`src/rtl/dmag_pkg.sv`:
```
package dmag_pkg;
    localparam int unsigned REG_W   = 8;
    localparam int unsigned BIT_ME  = 0;
    localparam int unsigned BIT_NMI = 1;
    localparam int unsigned BIT_AE  = 2;
    localparam int unsigned RSV_LO  = 3;

    typedef enum logic [1:0] {
        FLG_CLEAR = 2'd0,
        FLG_SET   = 2'd1,
        FLG_ARMED = 2'd2
    } flag_state_e;
endpackage

```
`src/rtl/dmag_flag_fsm.sv`:
```
module dmag_flag_fsm
    import dmag_pkg::*;
(
    input  logic clk,
    input  logic rst_n,
    input  logic set_evt,
    input  logic rd_en,
    input  logic wr_en,
    input  logic wr_bit,
    output logic flag_o
);
    flag_state_e state_q, state_d;

    // state register
    always_ff @(posedge clk or negedge rst_n) begin
        if (!rst_n) state_q <= FLG_CLEAR;
        else        state_q <= state_d;
    end

    // next state
    always_comb begin
        state_d = state_q;
        unique case (state_q)
            FLG_CLEAR: begin
                if (set_evt) state_d = FLG_SET;                 // raise
            end
            FLG_SET: begin
                if (rd_en && !wr_en) state_d = FLG_ARMED;       // arm
            end
            FLG_ARMED: begin
                if (wr_en) begin
                    if (set_evt || wr_bit) state_d = FLG_SET;   // disarm
                    else                   state_d = FLG_CLEAR; // clear
                end
            end
            default: state_d = FLG_CLEAR;
        endcase
    end

    // outputs
    always_comb begin
        flag_o = (state_q != FLG_CLEAR);
    end

    // software alone never raises a clear flag
    p_no_cpu_set_r4: assert property (@(posedge clk) disable iff (!rst_n)
        (state_q == FLG_CLEAR && !set_evt) |=> (state_q == FLG_CLEAR));

    // a flag that has not been read as 1 cannot be cleared
    p_clear_needs_arm_r5: assert property (@(posedge clk) disable iff (!rst_n)
        (state_q == FLG_SET) |=> (state_q != FLG_CLEAR));

    // a set event always leaves the flag at 1
    p_set_wins_r7: assert property (@(posedge clk) disable iff (!rst_n)
        set_evt |=> flag_o);

    // a read that meets a write does not arm
    p_no_arm_on_rw_r12: assert property (@(posedge clk) disable iff (!rst_n)
        (state_q == FLG_SET && rd_en && wr_en) |=> (state_q == FLG_SET));
endmodule

```
`src/rtl/dmag_permit.sv`:
```
module dmag_permit #(
    parameter int unsigned N_CH = 4
) (
    input  logic            clk,
    input  logic            rst_n,
    input  logic            me,
    input  logic            nmi_flag,
    input  logic            ae_flag,
    input  logic [N_CH-1:0] de,
    input  logic [N_CH-1:0] te,
    output logic [N_CH-1:0] permit_o
);
    logic global_ok;
    assign global_ok = me && !nmi_flag && !ae_flag;

    for (genvar g = 0; g < N_CH; g++) begin : g_ch
        always_ff @(posedge clk or negedge rst_n) begin
            if (!rst_n) permit_o[g] <= 1'b0;
            else        permit_o[g] <= global_ok && de[g] && !te[g];
        end

        // a finished channel is never granted on the next cycle
        p_te_blocks_r10: assert property (@(posedge clk) disable iff (!rst_n)
            te[g] |=> !permit_o[g]);
    end

    // any global stop condition withdraws all permits on the next cycle
    p_global_stop_r10: assert property (@(posedge clk) disable iff (!rst_n)
        (!me || nmi_flag || ae_flag) |=> (permit_o == '0));
endmodule

```
`src/rtl/dmag_ctrl.sv`:
```
module dmag_ctrl
    import dmag_pkg::*;
#(
    parameter int unsigned N_CH = 4
) (
    input  logic             clk,
    input  logic             rst_n,
    input  logic             cpu_rd,
    input  logic             cpu_wr,
    input  logic [REG_W-1:0] cpu_wdata,
    output logic [REG_W-1:0] cpu_rdata,
    input  logic             addr_err_evt,
    input  logic             nmi_evt,
    input  logic [N_CH-1:0]  ch_de,
    input  logic [N_CH-1:0]  ch_te,
    output logic [N_CH-1:0]  ch_permit,
    output logic             suspend_all,
    output logic             addr_err_irq
);
    logic me_q;
    logic nmi_flag;
    logic ae_flag;
    logic unused_rsvd;

    assign unused_rsvd = ^cpu_wdata[REG_W-1:RSV_LO];

    always_ff @(posedge clk or negedge rst_n) begin
        if (!rst_n)      me_q <= 1'b0;
        else if (cpu_wr) me_q <= cpu_wdata[BIT_ME];
    end

    dmag_flag_fsm u_nmi_flag (
        .clk     (clk),
        .rst_n   (rst_n),
        .set_evt (nmi_evt),
        .rd_en   (cpu_rd),
        .wr_en   (cpu_wr),
        .wr_bit  (cpu_wdata[BIT_NMI]),
        .flag_o  (nmi_flag)
    );

    dmag_flag_fsm u_ae_flag (
        .clk     (clk),
        .rst_n   (rst_n),
        .set_evt (addr_err_evt),
        .rd_en   (cpu_rd),
        .wr_en   (cpu_wr),
        .wr_bit  (cpu_wdata[BIT_AE]),
        .flag_o  (ae_flag)
    );

    dmag_permit #(.N_CH(N_CH)) u_permit (
        .clk      (clk),
        .rst_n    (rst_n),
        .me       (me_q),
        .nmi_flag (nmi_flag),
        .ae_flag  (ae_flag),
        .de       (ch_de),
        .te       (ch_te),
        .permit_o (ch_permit)
    );

    always_comb begin
        cpu_rdata          = '0;
        cpu_rdata[BIT_ME]  = me_q;
        cpu_rdata[BIT_NMI] = nmi_flag;
        cpu_rdata[BIT_AE]  = ae_flag;
    end

    assign suspend_all  = !me_q || nmi_flag || ae_flag;
    assign addr_err_irq = ae_flag;

    // an address-error event raises the interrupt on the next cycle
    p_irq_follows_evt_r9: assert property (@(posedge clk) disable iff (!rst_n)
        addr_err_evt |=> addr_err_irq);

    // the master enable takes the written value
    p_me_write_r3: assert property (@(posedge clk) disable iff (!rst_n)
        cpu_wr |=> (cpu_rdata[BIT_ME] == $past(cpu_wdata[BIT_ME])));

    // while suspended, no channel holds a permit one cycle later
    p_suspend_no_permit_r11: assert property (@(posedge clk) disable iff (!rst_n)
        suspend_all |=> (ch_permit == '0));
endmodule

```
`config.mk`:
```
export PLATFORM = sky130hd
export DESIGN_NAME = dmag_ctrl
export DESIGN_NICKNAME = d
export VERILOG_FILES = /design/src/rtl/dmag_pkg.sv /design/src/rtl/dmag_flag_fsm.sv /design/src/rtl/dmag_permit.sv /design/src/rtl/dmag_ctrl.sv
export SDC_FILE = /design/constraint.sdc
export NUM_CORES = 1
export LEC_CHECK = 0
export CORE_UTILIZATION = 34
export DETAILED_ROUTE_END_ITERATION = 8
export PLACE_DENSITY = 0.87
export SYNTH_ARGS = -nofsm -noshare
export SYNTH_HDL_FRONTEND = slang
export SYNTH_HIERARCHICAL = 1
export SYNTH_SLANG_ARGS = --single-unit
```
`constraint.sdc`:
```
create_clock -name clk -period 4.6 [get_ports clk]
set_clock_uncertainty 0.2 [all_clocks]
set_input_delay 1.15 -clock clk [delete_from_list [all_inputs] [get_ports clk]]
set_output_delay 1.15 -clock clk [all_outputs]
set_load 0.02 [all_outputs]
```
==> results.sh <==
export IMPL_status="complete, no violations"
export IMPL_antenna_left=0
export IMPL_slew_violations=0
export IMPL_clk_latency_ns=0.26
export IMPL_rows=13
export IMPL_clock_root_buffer="clkbuf_4"
export IMPL_cts_max_level=1
export IMPL_rsz0062_at_grt="no"
export IMPL_grt_use_total=0.186
export IMPL_whs_endpoint="me_q"
export IMPL_core_area_sq_mm=0.00130
export IMPL_wl_per_cell_um=12.8
export IMPL_dr_pass1_iters=4
export IMPL_switchingPower_mw=0.0999
export IMPL_clockBufferDepth=2
export IMPL_drive_gt1_frac=0.152
export IMPL_fin_crit_ns=3.29
export IMPL_dr_wl_met3_um=40
export IMPL_switching_share=0.343
export IMPL_antennaDiodeCount=0
export IMPL_numCtsBuffers=3
export IMPL_holdCritStartpoint="me_q"
export IMPL_intPower_mw=0.191
export IMPL_die_x_um=39.4
export IMPL_yosys_warnings=6
export IMPL_antenna_found_initial=0
export IMPL_clk_pin_slew_ns=0.06
export IMPL_cts_resized=0
export IMPL_p_per_area_mw_per_mm2=401
export IMPL_worst_hold_slack_ns=0.327
export IMPL_synth_seq_cells=9
export IMPL_setup_viol=0
export IMPL_place_gp_congestion=0.706
export IMPL_drt_iter0_drc=4
export IMPL_hold_path_class="register to register"
export IMPL_maxCapViolations=0
export IMPL_syn_area_per_cell_sq_um=11.6
export IMPL_cts_sinks=9
export IMPL_tns_ns=0
export IMPL_post_cts_setup_buffer_count=0
export IMPL_fp_dieH_um=39.4
export IMPL_arrival_ns=1.94
export IMPL_r2r_end="u_permit/permit_o[1]"
export IMPL_crit_path_end_kind="output pin"
export IMPL_ir_drop_mv=0.214
export IMPL_met1_length_um=387
export IMPL_max_freq_ghz=0.304
export IMPL_nNetsFinal=89
export IMPL_dr_wl_met2_um=581
export IMPL_nFillCells=122
export IMPL_cp_max_fo=5
export IMPL_dpl_hpwl_um=806
export IMPL_io_pin_count=36
export IMPL_io_buffer_count=25
export IMPL_synth_cells=41
export IMPL_ff2ff_setup_slack_ns=2.93
export IMPL_p_clk_frac=0.216
export IMPL_r2r_cells=3
export IMPL_hold_viol=0
export IMPL_fp_dieArea_sq_mm=0.00155
export IMPL_drc=0
export IMPL_grt_max_degree=10
export IMPL_critical_path_class="register to output pin"
export IMPL_critPathLaunchType="register"
export IMPL_layout_common_cells="25 x clkdlybuf4s50_1, 9 x dfrtp_1, 5 x conb_1, 4 x nor3b_2, 3 x clkbuf_4"
export IMPL_viasPerCell=4.72
export IMPL_top_layer_used="met4"
export IMPL_wl_mm=1.04
export IMPL_hold_buffers=0
export IMPL_leakage_nw=0.309
export IMPL_seq_area_frac_synth=0.474
export IMPL_rr_startpoint="u_nmi_flag/state_q[0]"
export IMPL_min_path_cells=1
export IMPL_combPwrFrac=0.409
export IMPL_power_total_mw=0.291
export IMPL_grt_pass1_vias=406
export IMPL_vias=382
export IMPL_final_common_cell="clkdlybuf4s50_1"
export IMPL_cts_tree="done"
export IMPL_netlist_area_sq_um=475
export IMPL_area_growth_pct=52.6
export IMPL_initial_core_util=0.365
export IMPL_period_share=0.715
export IMPL_grt_pass1_wl_mm=1.75
export IMPL_cp_required_ns=3.25
export IMPL_grt_ovfl_total=0
export IMPL_p_seq_frac=0.375
export IMPL_yosysUniqueCellTypes=15
[stage by stage]
step | cell area (sq um) | instances | utilization | setup WS (ns)
after global routing | 726 | 81 | 0.558 | 1.25
after global placement | 699 | 77 | 0.538 | 1.61
after CTS | 726 | 81 | 0.558 | 1.29
after floorplan | 490 | 45 | - | 2.02
final | 726 | 81 | 0.558 | 1.31
after detailed placement | 699 | 77 | 0.538 | 1.59
[synthesized netlist by cell type, drive strengths merged]
master / instances / share of area
dfrtp: 9 / 0.47
a211oi: 2 / 0.032
or2: 2 / 0.026
conb: 1 / 0.0079
mux2: 1 / 0.024
nor3b: 4 / 0.11
nand2b: 2 / 0.026
nand3b: 2 / 0.032
buf: 8 / 0.13
a221oi: 2 / 0.037
or3b: 2 / 0.042
a21oi: 2 / 0.021
inv: 2 / 0.016
a21o: 2 / 0.032
[cell families after synthesis]
group / after synthesis / synth area share
other cells: 1 / 0.00789
buf+inv: 10 / 0.142
compound gates: 8 / 0.121
mux: 1 / 0.0237
flops: 9 / 0.474
simple gates: 12 / 0.232
[metal layers]
metal | up-vias | track usage
met1 | 186 | 0.187
met2 | 13 | 0.325
li1 | 179 | -
met5 | - | 0
met4 | 0 | 0.155
met3 | 4 | 0.0341
[final cells by class]
cell class                      count  area, sq um  area share
Multi-Input combinational cell     26          198       0.272
Tap cell                           15         18.8      0.0259
Clock buffer                        4         26.3      0.0362
Timing Repair Buffer               25          250       0.345
Inverter                            2         7.51      0.0103
Sequential cell                     9          225       0.310
[critical path, cell delays in order, from the launching register on]
cell and delay, ns:
dfrtp_1 0.41, or2_2 0.34, or3b_1 0.38, clkdlybuf4s50_1 0.55
[power groups by stage]
stage | clock network, mW | registers [mW] | logic (mW)
final | 0.0629 | 0.109 | 0.119
after global routing | 0.0694 | 0.112 | 0.128
after CTS | 0.0656 | 0.109 | 0.120
after detailed placement | 0 | 0.110 | 0.120
after global placement | 0 | 0.109 | 0.116
after floorplan | 0 | 0.108 | 0.0792
[state kept, by name, summed over array words and instances, names as in the netlist]
| register | count |
|---|---|
| u_permit/permit_o | 4 |
| u_ae_flag/state_q | 2 |
| me_q | 1 |
| u_nmi_flag/state_q | 2 |
[how the worst max path moves through the flow]
stage | slack (ns) | endpoint | depth (start not counted) | startpoint
2_1_floorplan | 2.02 | suspend_all | 2 | u_ae_flag/state_q[0]
3_3_place_gp | 1.61 | suspend_all | 3 | u_nmi_flag/state_q[0]
3_5_place_dp | 1.59 | suspend_all | 3 | u_nmi_flag/state_q[0]
4_1_cts | 1.29 | suspend_all | 3 | u_nmi_flag/state_q[0]
5_1_grt | 1.25 | suspend_all | 3 | u_nmi_flag/state_q[0]
6_report | 1.31 | suspend_all | 3 | u_nmi_flag/state_q[0]
Power figures use the tool's default switching activity.
